--- config.mk ---
export PLATFORM = sky130hd
export DESIGN_NAME = rgb2ycc_conv
export DESIGN_NICKNAME = d
export VERILOG_FILES = /design/src/rtl/ycc_pkg.sv /design/src/rtl/ycc_vld_pipe.sv /design/src/rtl/ycc_mac_lane.sv /design/src/rtl/ycc_round_sat.sv /design/src/rtl/rgb2ycc_conv.sv
export SDC_FILE = /design/constraint.sdc
export NUM_CORES = 1
export LEC_CHECK = 0
export BUFFER_PORTS_ARGS = -buffer_cell sky130_fd_sc_hd__buf_2
export CAP_MARGIN = 30
export CORE_UTILIZATION = 66
export DETAILED_ROUTE_END_ITERATION = 10
export PLACE_DENSITY = 0.84
export SLEW_MARGIN = 30
export SYNTH_ARGS = -nofsm -noshare
export SYNTH_HDL_FRONTEND = slang
export SYNTH_SLANG_ARGS = --single-unit
--- constraint.sdc ---
create_clock -name clk -period 5.8 [get_ports clk]
set_input_delay 0.87 -clock clk [delete_from_list [all_inputs] [get_ports clk]]
set_output_delay 0.87 -clock clk [all_outputs]
set_load 0.01 [all_outputs]
--- src/rtl/ycc_pkg.sv ---
package ycc_pkg;

  localparam int PIX_W  = 8;
  localparam int NUM_CH = 3;
  localparam int NUM_IN = 3;

  typedef enum logic [1:0] {
    CH_Y  = 2'd0,
    CH_CB = 2'd1,
    CH_CR = 2'd2
  } chan_e;

  // weight magnitude in units of 1e-4, by output channel and input (0=red,1=green,2=blue)
  function automatic int coef_e4(chan_e ch, int idx);
    int v;
    v = 0;
    case (ch)
      CH_Y:    v = (idx == 0) ? 2990 : (idx == 1) ? 5870 : 1140;
      CH_CB:   v = (idx == 0) ? 1687 : (idx == 1) ? 3313 : 5000;
      default: v = (idx == 0) ? 5000 : (idx == 1) ? 4187 : 813;
    endcase
    return v;
  endfunction

  function automatic bit coef_neg(chan_e ch, int idx);
    bit n;
    n = 1'b0;
    case (ch)
      CH_Y:    n = 1'b0;
      CH_CB:   n = (idx != 2);
      default: n = (idx != 0);
    endcase
    return n;
  endfunction

  // rounded magnitude with frac_w fraction bits
  function automatic longint qcoef(int num_e4, int frac_w);
    return (longint'(num_e4) * (longint'(1) << frac_w) + 64'sd5000) / 64'sd10000;
  endfunction

endpackage

--- src/rtl/ycc_vld_pipe.sv ---
module ycc_vld_pipe #(
  parameter int DEPTH = 3
) (
  input  logic             clk,
  input  logic             rst_n,
  input  logic             vld_in,
  output logic [DEPTH-1:0] taps
);

  logic [DEPTH-1:0] taps_d;

  always_comb begin
    taps_d = {taps[DEPTH-2:0], vld_in};
  end

  always_ff @(posedge clk or negedge rst_n) begin
    if (!rst_n) taps <= '0;
    else        taps <= taps_d;
  end

endmodule

--- src/rtl/ycc_mac_lane.sv ---
module ycc_mac_lane
  import ycc_pkg::*;
#(
  parameter int    FRAC_W = 14,
  parameter chan_e CH     = CH_Y,
  localparam int   MAG_W  = FRAC_W,
  localparam int   PROD_W = PIX_W + MAG_W,
  localparam int   ACC_W  = PROD_W + 3
) (
  input  logic                           clk,
  input  logic                           rst_n,
  input  logic                           s1_en,
  input  logic                           s2_en,
  input  logic [NUM_IN-1:0][PIX_W-1:0]   px,
  output logic signed [ACC_W-1:0]        acc_q
);

  localparam logic signed [ACC_W-1:0] OFFSET =
    (CH == CH_Y) ? '0 : (ACC_W'(128) << FRAC_W);

  logic signed [ACC_W-1:0] term_d [NUM_IN];
  logic signed [ACC_W-1:0] term_q [NUM_IN];
  logic signed [ACC_W-1:0] acc_d;

  for (genvar i = 0; i < NUM_IN; i++) begin : g_term
    localparam logic [MAG_W-1:0] MAG = MAG_W'(qcoef(coef_e4(CH, i), FRAC_W));
    localparam bit               NEG = coef_neg(CH, i);
    logic [PROD_W-1:0] mag_prod;

    assign mag_prod = PROD_W'(MAG) * PROD_W'(px[i]);

    // the sign goes on after the unsigned product
    if (NEG) begin : g_neg
      assign term_d[i] = -$signed({3'b000, mag_prod});
    end else begin : g_pos
      assign term_d[i] = $signed({3'b000, mag_prod});
    end

    // a nonzero sample times a negative weight lands negative in stage 1
    assert_term_sign_R1: assert property (@(posedge clk) disable iff (!rst_n)
      (s1_en && px[i] != '0) |=> (term_q[i][ACC_W-1] == NEG));
  end

  // stage 1: products
  always_ff @(posedge clk) begin
    if (s1_en) begin
      for (int i = 0; i < NUM_IN; i++) term_q[i] <= term_d[i];
    end
  end

  // stage 2: sum plus offset
  always_comb begin
    acc_d = OFFSET;
    for (int i = 0; i < NUM_IN; i++) acc_d = acc_d + term_q[i];
  end

  always_ff @(posedge clk) begin
    if (s2_en) acc_q <= acc_d;
  end

  if (CH == CH_Y) begin : g_luma_chk
    // luma weights are all positive, so the sum never goes negative
    assert_luma_nonneg_R2: assert property (@(posedge clk) disable iff (!rst_n)
      s2_en |=> !acc_q[ACC_W-1]);
  end

endmodule

--- src/rtl/ycc_round_sat.sv ---
module ycc_round_sat
  import ycc_pkg::*;
#(
  parameter int  FRAC_W = 14,
  parameter int  ACC_W  = FRAC_W + PIX_W + 3
) (
  input  logic                    clk,
  input  logic                    rst_n,
  input  logic                    en,
  input  logic signed [ACC_W-1:0] acc,
  output logic [PIX_W-1:0]        res_q
);

  localparam logic signed [ACC_W:0]   HALF   = (ACC_W+1)'(1) << (FRAC_W - 1);
  localparam logic signed [ACC_W:0]   SAT_HI = (ACC_W+1)'(255);
  localparam logic signed [ACC_W-1:0] HI_THR = ACC_W'(511) << (FRAC_W - 1);
  localparam logic signed [ACC_W-1:0] LO_THR = -(ACC_W'(1) << (FRAC_W - 1));

  logic signed [ACC_W:0]  rnd;
  logic signed [ACC_W:0]  shr;
  logic [PIX_W-1:0]       res_d;

  always_comb begin
    rnd = {acc[ACC_W-1], acc} + HALF;
    shr = rnd >>> FRAC_W;
    if (shr[ACC_W])        res_d = '0;
    else if (shr > SAT_HI) res_d = '1;
    else                   res_d = shr[PIX_W-1:0];
  end

  // stage 3: rounded, clamped result
  always_ff @(posedge clk) begin
    if (en) res_q <= res_d;
  end

  // a sum of at least 255.5 output LSBs saturates high
  assert_sat_high_R6: assert property (@(posedge clk) disable iff (!rst_n)
    (en && acc >= HI_THR) |=> (res_q == 8'd255));

  // a sum below minus half an output LSB saturates low
  assert_sat_low_R6: assert property (@(posedge clk) disable iff (!rst_n)
    (en && acc < LO_THR) |=> (res_q == 8'd0));

  // the result register moves only on a valid slot
  assert_hold_R11: assert property (@(posedge clk) disable iff (!rst_n)
    !en |=> $stable(res_q));

endmodule

--- src/rtl/rgb2ycc_conv.sv ---
module rgb2ycc_conv
  import ycc_pkg::*;
#(
  parameter int FRAC_W = 14
) (
  input  logic       clk,
  input  logic       rst_n,
  input  logic       in_vld,
  input  logic [7:0] in_r,
  input  logic [7:0] in_g,
  input  logic [7:0] in_b,
  output logic       out_vld,
  output logic [7:0] out_y,
  output logic [7:0] out_cb,
  output logic [7:0] out_cr
);

  localparam int STAGES = 3;
  localparam int ACC_W  = FRAC_W + PIX_W + 3;

  logic [STAGES-1:0]              vld_taps;
  logic [NUM_IN-1:0][PIX_W-1:0]   px;
  logic [NUM_CH-1:0][PIX_W-1:0]   ch_res;

  assign px = {in_b, in_g, in_r};

  ycc_vld_pipe #(.DEPTH(STAGES)) u_vld (
    .clk    (clk),
    .rst_n  (rst_n),
    .vld_in (in_vld),
    .taps   (vld_taps)
  );

  for (genvar c = 0; c < NUM_CH; c++) begin : g_ch
    logic signed [ACC_W-1:0] acc;

    ycc_mac_lane #(.FRAC_W(FRAC_W), .CH(chan_e'(c))) u_lane (
      .clk   (clk),
      .rst_n (rst_n),
      .s1_en (in_vld),
      .s2_en (vld_taps[0]),
      .px    (px),
      .acc_q (acc)
    );

    ycc_round_sat #(.FRAC_W(FRAC_W), .ACC_W(ACC_W)) u_sat (
      .clk   (clk),
      .rst_n (rst_n),
      .en    (vld_taps[1]),
      .acc   (acc),
      .res_q (ch_res[c])
    );
  end

  assign out_vld = vld_taps[STAGES-1];
  assign out_y   = ch_res[CH_Y];
  assign out_cb  = ch_res[CH_CB];
  assign out_cr  = ch_res[CH_CR];

  // cycles since reset, saturating, for the latency check
  logic [1:0] warm_q;
  always_ff @(posedge clk or negedge rst_n) begin
    if (!rst_n)              warm_q <= '0;
    else if (warm_q != 2'd3) warm_q <= warm_q + 2'd1;
  end

  // output valid is the input valid three cycles late
  assert_latency_R7: assert property (@(posedge clk) disable iff (!rst_n)
    (warm_q == 2'd3) |-> (out_vld == $past(in_vld, 3)));

  // no valid output while reset is held
  assert_reset_quiet_R8: assert property (@(posedge clk)
    !rst_n |-> !out_vld);

endmodule

# ---- After elaboration in Yosys (flattened, before gate mapping)
# Memories as Yosys holds them, arrays and structs flattened.
# Cells that the tools add are included.
dict set report totals {
  regBits 102
  latchBits 0
  ramBits 216
  rom_bits 0
  inputBits 27
  mem_count 3
}
dict set report op_classes {
  add_sub_neg 15
  mul 7
  n_div 0
  magnitude_cmp 3
  eq_ne 0
  shift 0
  n_mux 5
  n_bitwise 0
  reduce_logical 0
}
# memory words word_bits read_ports rd_ports_with_merged_regs wr line_no
set mem_list {}
lappend mem_list {{g_ch[1].u_lane.term_q} 3 25 3 0 3 ycc_mac_lane.sv:22} ;# logic signed [ACC_W-1:0] term_q [NUM_IN];
lappend mem_list {{g_ch[2].u_lane.term_q} 3 25 3 0 3 ycc_mac_lane.sv:22}
lappend mem_list {{g_ch[0].u_lane.term_q} 3 22 3 0 3 ycc_mac_lane.sv:22}
# op n
set ops {}
lappend ops {{25-bit adder} 6}
lappend ops {{25-bit by 15-bit adder with 26-bit output (second input constant)} 3}
lappend ops {{23-bit by 25-bit adder with 25-bit output (first input constant)} 2}
lappend ops {{21-bit negator with 25-bit output} 2}
lappend ops {{11-bit by 8-bit multiplier with 19-bit output (first input constant)} 2}
lappend ops {{12-bit by 9-bit greater-than comparator with 1-bit output (second input constant)} 3}
lappend ops {{9-bit by 8-bit multiplier with 17-bit output (first input constant)} 2}
lappend ops {{19-bit negator with 25-bit output} 1}
lappend ops {{20-bit negator with 25-bit output} 1}
lappend ops {{8-bit 2-to-1 mux} 3}
lappend ops {{14-bit by 8-bit multiplier with 22-bit output (first input constant)} 1}
lappend ops {{13-bit by 8-bit multiplier with 21-bit output (first input constant)} 1}
lappend ops {{10-bit by 8-bit multiplier with 18-bit output (first input constant)} 1}
lappend ops {{1-bit 2-to-1 mux} 2}

# ---- Depth between registers and ports, before layout
# Gate-level depths: netlist of run 1.
# An unclocked memory read counts as a cell.
dict set report depth {
  word_depth 4
  mapped_depth 18
}

# ---- Modules after synthesis
# A second synthesis of run 1 with hierarchy kept.
dict set report unflattened {
  hier_cells 2227
  hier_area_um2 24865.1
}
# mod instances cells_each area_each_um2 seq_area_each_um2
set modules_own_cells {}
lappend modules_own_cells {{ycc_mac_lane (g_ch[0].u_lane)} 1 734 8375.5 2492.4}
lappend modules_own_cells {{ycc_mac_lane (g_ch[2].u_lane)} 1 688 7467.2 2312.2}
lappend modules_own_cells {{ycc_mac_lane (g_ch[1].u_lane)} 1 664 7460.9 2312.2}
lappend modules_own_cells {ycc_round_sat 3 46 495.5 240.2}
lappend modules_own_cells {ycc_vld_pipe 1 3 75.1 75.1}

# ---- Worst setup path after synthesis of run 1
# OpenSTA, ideal clock, no wires.
dict set report synth_path {
  path_kind {input-to-reg}
  from {in in_g[6]}
  to {mem g_ch[2].u_lane.term_q[0][45] (netlist bit), data pin}
  t_arrival_ns 5.229
  slack_ns 0.302
  path_stages 15
  n_path_buf 0
  cell_sequence {inv_1 > ha_1 > fa_1 > inv_1 > fa_1 > ha_1 > ha_1 > nand2_1 > or3_4 > and4bb_1 > o211a_1 > o211a_1 > or4_4 > or4_1 > xnor2_1}
}
# item line_no
set synth_lines {}
lappend synth_lines {{from (decl)} rgb2ycc_conv.sv:10} ;# input logic [7:0] in_g,
lappend synth_lines {{to (decl)} ycc_mac_lane.sv:22}

==> load_flow_metrics.sql, run 1 <==
INSERT INTO impl_metrics (metric_group, metric, value, unit) VALUES
('final_layout', 'syn2layout_area_growth', '8.35', '%'),
('floorplan', 'floorplan.die_area', '32900', 'um^2'),
('critical_path', 'length_in_cells_of_the_worst_reg_to_reg_path', '10', ''),
('floorplan', 'top_level_ports', '52', ''),
('final_layout', 'fin_util', '0.727', ''),
('grt', 'gr_util_all_layers', '0.284', ''),
('sta', 'finalSetupViolCount', '0', ''),
('clocking', 'maximum_clock_insertion_buffer_count', '3', ''),
('clocking', 'ctsRootBufferMaster', 'clkbuf_16', ''),
('yosys', 'post_synth.cell_area_avg', '11.0', 'um^2'),
('outcome', 'run_status', 'finished clean', ''),
('yosys', 'yosysUniqueCellTypes', '69', ''),
('placement', 'placedCellCount', '2416', ''),
('critical_path', 'timing.critical_path.arrival', '5.57', 'ns'),
('clocking', 'worst_skew_pair.late_latency', '0.53', 'ns'),
('critical_path', 'start_kind', 'input port', ''),
('critical_path', 'highest_net_fanout_along_the_worst_path', '5', ''),
('clocking', 'clock_sink_count', '222', ''),
('power_and_ir_drop', 'power.density', '492', 'nW/um^2'),
('floorplan', 'die-width', '181', 'um'),
('critical_path', 'critPathCaptureType', 'flip-flop', ''),
('power_and_ir_drop', 'leakagePower', '10.6', 'nW'),
('clocking', 'ctsHoldBuffers', '0', ''),
('drt', 'routed-via-count', '14800', ''),
('drt', 'initialDrtViolationCount', '941', ''),
('grt', 'antenna_violations_before_repair', '0', ''),
('floorplan', 'floorplan.initialDensity', '0.671', ''),
('drt', 'route.detailed.wl_per_inst', '18.4', 'um'),
('worst_hold_path', 'worst_hold_path_type', 'in2async', ''),
('critical_path', 'timing.critical_path.required', '6.04', 'ns'),
('final_layout', 'nNetsFinal', '2593', ''),
('yosys', 'post-synth-top-count-cell', 'ha_1', ''),
('sta', 'worst_clock_skew', '0.0255', 'ns'),
('power_and_ir_drop', 'total_power', '11.3', 'mW'),
('critical_path', 'worstReg2RegEnd', 'g_ch[0].u_lane.acc_q[18]', ''),
('drt', 'post_drt_via_cell_ratio', '6.02', ''),
('sta', 'rsz0062_at_grt', 'false', ''),
('grt', 'wire_length_of_the_first_global_routing_pass', '74100', 'um'),
('placement', 'post-place-ws', '0.00504', 'ns'),
('clocking', 'cts_max_level', '1', ''),
('yosys', 'synth-main-ff-cell', 'edfxtp_1', ''),
('yosys', 'proportion_of_netlist_area_held_by_the_largest_area_contributor', '0.310', ''),
('floorplan', 'standard_cell_row_count', '65', ''),
('sta', 'count_of_endpoints_failing_hold_in_the_final_timing_report', '0', ''),
('sta', 'finalCritPeriodShare', '0.920', ''),
('power_and_ir_drop', 'ir_worst_vdd', '300', 'uV'),
('critical_path', 'critical_path.reg2reg.startpoint', 'g_ch[2].u_lane.term_q[0][52]', ''),
('yosys', 'yosys_register_bits', '222', ''),
('drt', 'drc', '0', ''),
('sta', 'setup_ws', '0.467', 'ns'),
('sta', 'worst_slew_pin_slew', '0.928', 'ns'),
('clocking', 'tritoncts', 'yes', ''),
('yosys', 'gate_count_after_technology_mapping', '1933', ''),
('clocking', 'cts_made_buffers', '23', ''),
('placement', 'routabilityCongestion', '0.903', ''),
('yosys', 'fraction_of_the_yosys_area_taken_by_sequential_cells', '0.313', ''),
('yosys', 'synth_top_cells_by_count', 'ha_1 (387), inv_1 (267), edfxtp_1 (219), fa_1 (140), xnor2_1 (126)', ''),
('placement', 'dp_hpwl', '36800', 'um'),
('floorplan', 'core_area', '31600', 'um^2'),
('drt', 'antenna_violation_net_count_after_detailed_routing', '0', ''),
('final_layout', 'layout.filler_cells', '2190', ''),
('critical_path', 'reg2reg_setup_slack', '2.31', 'ns'),
('yosys', 'synth.largest_area_cell', 'edfxtp_1', ''),
('floorplan', 'die_h', '181', 'um'),
('grt', 'global_route.overflow_total', '0', ''),
('yosys', 'synth_async_sr_flop_share', '0.0135', ''),
('drt', 'routed_wl', '45300', 'um'),
('sta', 'setup_total_negative_slack', '0', 'ns'),
('sta', 'timing_max_transition_violations_final', '0', ''),
('yosys', 'post_syn_area', '21200', 'um^2'),
('job', 'maxCapViolCount', '0', '');
## layout by cell type (no fill, tap or decap), types with 41 or more instances in the layout
cell type,instances
nor2_1,85
edfxtp_1,219
nand2_1,73
a21oi_1,86
xnor2_1,126
inv_1,267
fa_1,140
ha_1,387
buf_2,50
o21ai_0,56
xor2_1,71
nand3_1,41
## registers in the layout, indices dropped and copies added (netlist names)
signal	count
u_vld.taps	3
g_ch.u_lane.acc_q	34
g_ch.u_lane.term_q	161
g_ch.u_sat.res_q	24
## kinds of logic after synthesis
kind of cell / count (synthesis) / synth area share
mux: 4 / 0.00200
buf+inv: 276 / 0.0488
compound gates: 321 / 0.100
simple gates: 386 / 0.0945
xor+xnor: 197 / 0.0813
fa+ha+maj: 527 / 0.360
flops: 222 / 0.313
## worst max-delay path by stage
stage	cells after the start	start	endpoint
after floorplan	15	in_g[6]	g_ch[2].u_lane.term_q[0][45]
after global placement	16	in_g[6]	g_ch[2].u_lane.term_q[0][45]
after detailed placement	16	in_r[5]	g_ch[1].u_lane.term_q[0][23]
after CTS	16	in_r[5]	g_ch[1].u_lane.term_q[0][23]
after global routing	18	in_b[5]	g_ch[2].u_lane.term_q[0][73]
final	16	in_r[5]	g_ch[1].u_lane.term_q[0][23]
## metal layers
| metal | vias up | track usage | part of all wire |
|---|---|---|---|
| met5 | - | 0 | 0 |
| met4 | 0 | 0.0871 | 0.030 |
| met3 | 83 | 0.0327 | 0.062 |
| met2 | 444 | 0.487 | 0.48 |
| met1 | 7143 | 0.378 | 0.43 |
| li1 | 7109 | - | - |
## layout make-up
type                            count  area [um^2]  share of cell area
Clock inverter                     17          166             0.00723
Sequential cell                   222         6650               0.289
Tap cell                          402          503              0.0219
Clock buffer                       24          579              0.0252
Inverter                          267         1000              0.0436
Timing Repair Buffer               90          557              0.0242
Multi-Input combinational cell   1435        13500               0.589
## where the power goes
part	switching (mW)	internal, mW
Combinational	3.86	2.95
Sequential	0.344	2.67
Clock	0.621	0.861
Total	4.83	6.48
## critical path: stages
cell	delay, ns
buf_2	0.11
ha_1	0.34
ha_1	0.32
inv_1	0.06
fa_1	0.49
fa_1	0.55
inv_1	0.04
ha_1	0.31
nor3b_1	0.46
o22ai_1	0.23
o311a_1	0.45
a211oi_1	0.34
xor2_1	0.19
or2_2	0.33
nor2_1	0.32
nand4_1	0.14
## stage by stage
step | hold slack [ns] | cell area, um^2
floorplan | 0.522 | 21200
detailed placement | 0.607 | 22300
global route | 0.114 | 23000
global placement | 0.605 | 22300
finish | 0.127 | 23000
CTS | 0.110 | 23000
No activity file was read; power rests on OpenSTA's default activity.
==> run 2: changes to the inputs <==
- CORE_UTILIZATION: 66 -> 35
- PLACE_DENSITY: 0.84 -> not set
- PLACE_DENSITY_LB_ADDON: not set -> 0.1
- RECOVER_POWER: not set -> 100
==> load_flow_metrics.sql, run 2 (synthesis results as in run 1) <==
INSERT INTO impl_metrics (metric_group, metric, value, unit) VALUES
('outcome', 'run_status', 'finished, violations left', ''),
('outcome', 'violations_in_the_final_reports', 'max-capacitance violations, max-slew violations', ''),
('critical_path', 'start_kind', 'input port', ''),
('sta', 'setup_ws', '0.390', 'ns'),
('placement', 'routabilityCongestion', '0.838', ''),
('drt', 'drc', '0', ''),
('clocking', 'clock_sink_count', '222', ''),
('critical_path', 'slowest_delay', '0.57', 'ns'),
('floorplan', 'die_h', '248', 'um'),
('clocking', 'post-cts-setup-buffer-count', '0', ''),
('critical_path', 'crit_path_cell_trace', 'buf_2, clkbuf_1, inv_1, ha_1, fa_1, fa_1, inv_1, ha_1, ha_1, nor3_1, o21ai_0, a311oi_1, o21bai_1, xor2_1, nor4_1, nand3_1, nand2b_1', ''),
('critical_path', 'path_common_cell', 'ha_1', ''),
('grt', 'antenna_violations_before_repair', '2', ''),
('sta', 'fmax', '0.185', 'GHz'),
('final_layout', 'final_layout_size_suffix_gt1_frac', '0.0525', ''),
('final_layout', 'final_common_cell', 'ha_1', ''),
('sta', 'finalSetupViolCount', '0', ''),
('critical_path', 'timing.critical_path.arrival', '5.71', 'ns'),
('floorplan', 'die-width', '248', 'um'),
('power_and_ir_drop', 'leakagePower', '10.5', 'nW'),
('sta', 'worst_slew_pin_slew', '4.21', 'ns'),
('drt', 'routed-via-count', '14200', ''),
('clocking', 'worst_skew_pair.late_latency', '0.56', 'ns'),
('floorplan', 'standard_cell_row_count', '89', ''),
('placement', 'io_buffer_count', '51', ''),
('critical_path', 'worstReg2RegEnd', 'g_ch[0].u_lane.acc_q[21]', ''),
('critical_path', 'timing_worst_setup_path_type', 'in2reg', ''),
('final_layout', 'number_of_flip_flops_under_the_largest_register_name', '161', ''),
('drt', 'post_drt_via_cell_ratio', '5.00', ''),
('final_layout', 'reg.largest.list', 'g_ch.u_lane.term_q x161, g_ch.u_lane.acc_q x34, g_ch.u_sat.res_q x24', ''),
('placement', 'post-place-ws', '0.0266', 'ns'),
('grt', 'grt_max_degree', '79', ''),
('clocking', 'cts_max_level', '1', ''),
('power_and_ir_drop', 'ir_worst_vdd', '248', 'uV'),
('critical_path', 'timing.critical_path.required', '6.10', 'ns'),
('power_and_ir_drop', 'power.density', '487', 'nW/um^2'),
('drt', 'route.detailed.wl_per_inst', '17.4', 'um'),
('final_layout', 'nNetsFinal', '2610', ''),
('final_layout', 'syn2layout_area_growth', '10.8', '%'),
('critical_path', 'critical_path.reg2reg.startpoint', 'g_ch[2].u_lane.term_q[0][52]', ''),
('critical_path', 'reg2reg_setup_slack', '2.35', 'ns'),
('clocking', 'maximum_clock_insertion_buffer_count', '3', ''),
('sta', 'count_of_endpoints_failing_hold_in_the_final_timing_report', '0', ''),
('worst_hold_path', 'worst_hold_path_type', 'in2async', ''),
('final_layout', 'layout.cells.most_common_list', 'ha_1 (387), inv_1 (267), edfxtp_1 (219)', ''),
('drt', 'routed_wl', '49500', 'um'),
('floorplan', 'core_area', '59500', 'um^2'),
('clocking', 'cts.repair.resized', '0', ''),
('clocking', 'tritoncts', 'yes', ''),
('critical_path', 'highest_net_fanout_along_the_worst_path', '9', ''),
('clocking', 'clkSlewWorstSetupHoldPaths', '0.06', 'ns'),
('clocking', 'ctsHoldBuffers', '0', ''),
('critical_path', 'cell_type_of_the_slowest_stage_on_the_worst_timing_path', 'nor4_1', ''),
('sta', 'timing_max_transition_violations_final', '115', ''),
('drt', 'antenna_violation_net_count_after_detailed_routing', '0', ''),
('drt', 'drt_pass_1_iters', '5', ''),
('floorplan', 'floorplan.die_area', '61700', 'um^2'),
('sta', 'period_minus_slack', '5.41', 'ns'),
('grt', 'number_of_global_route_vias_before_repair', '14500', ''),
('sta', 'worst_clock_skew', '0.0197', 'ns'),
('placement', 'dp_hpwl', '41000', 'um'),
('final_layout', 'insertedDiodeCount', '0', ''),
('clocking', 'cts_made_buffers', '27', ''),
('clocking', 'ctsRootBufferMaster', 'clkbuf_16', ''),
('floorplan', 'top_level_ports', '52', ''),
('critical_path', 'critPathCaptureType', 'flip-flop', ''),
('sta', 'rsz0062_at_grt', 'false', ''),
('grt', 'gr_util_all_layers', '0.165', ''),
('sta', 'worst_slew_margin_rel', '-1.81', ''),
('job', 'maxCapViolCount', '2', ''),
('floorplan', 'floorplan.initialDensity', '0.357', ''),
('sta', 'setup_total_negative_slack', '0', 'ns'),
('critical_path', 'length_in_cells_of_the_worst_reg_to_reg_path', '10', ''),
('grt', 'wire_length_of_the_first_global_routing_pass', '78800', 'um'),
('grt', 'global_route.overflow_total', '0', ''),
('sta', 'finalCritPeriodShare', '0.933', ''),
('final_layout', 'largest-register', 'g_ch.u_lane.term_q', ''),
('drt', 'initialDrtViolationCount', '651', '');
-- run 2: cell types whose count changed in the layout (fill, tap and decap cells not counted), moves of 4 or more --
cell / previous run / this run
and2_0: 0 / 4
and2_1: 14 / 10
buf_2: 50 / 13
buf_4: 39 / 30
clkbuf_1: 1 / 60
clkbuf_16: 23 / 27
clkinv_4: 1 / 5
-- run 2: metal layers --
layer | share of wire | global-route usage
met1 | 0.51 | 0.240
met5 | 0 | 0
met4 | 0.022 | 0.0434
met3 | 0.029 | 0.0168
met2 | 0.44 | 0.260
-- run 2: final cells by class --
cell class	instances	area, um^2
tap	773	967
clock inverter	20	171
sequential	222	6650
inverter	267	1000
clock buffer	29	683
fill	5824	35900
timing repair buffer	103	518
multi-input combinational	1435	13500
-- run 2: worst max path at each step --
stage	to	cells after the start	slack [ns]	from
detailed placement	g_ch[1].u_lane.term_q[0][19]	16	0.03	in_r[5]
floorplan	g_ch[2].u_lane.term_q[0][45]	15	0.30	in_g[6]
finish	g_ch[2].u_lane.term_q[0][74]	17	0.39	in_b[6]
global placement	g_ch[2].u_lane.term_q[0][45]	16	0.10	in_g[5]
CTS	g_ch[1].u_lane.term_q[0][19]	16	0.59	in_r[5]
global route	g_ch[1].u_lane.term_q[0][44]	18	0.14	in_g[2]
-- run 2: metrics by stage --
stage                      util  instance area (um^2)  hold WS (ns)  std cells  power, mW
after floorplan               -                 21200         0.522       1933       7.94
after global placement    0.384                 22800         0.603       2800       9.83
after detailed placement  0.384                 22800         0.591       2800       9.88
after CTS                 0.398                 23700        0.0580       2849       11.6
after global routing      0.396                 23500        0.0987       2849       12.6
final                     0.396                 23500         0.114       2849       11.5
-- run 2: where the power goes --
| part | total (mW) | internal [mW] | switching [mW] |
|---|---|---|---|
| Clock | 1.64 | 0.943 | 0.697 |
| Combinational | 6.78 | 2.93 | 3.84 |
| Sequential | 3.04 | 2.68 | 0.360 |
-- run 2: critical path, delay by kind of cell --
family | cells | cell delay [ns]
AOI/OAI and AO/OA | 3 | 0.66
xor gates and xnor gates | 1 | 0.19
adders and majority gates | 5 | 1.99
buffers and inverters | 4 | 0.73
and+or+nand+nor | 4 | 1.26
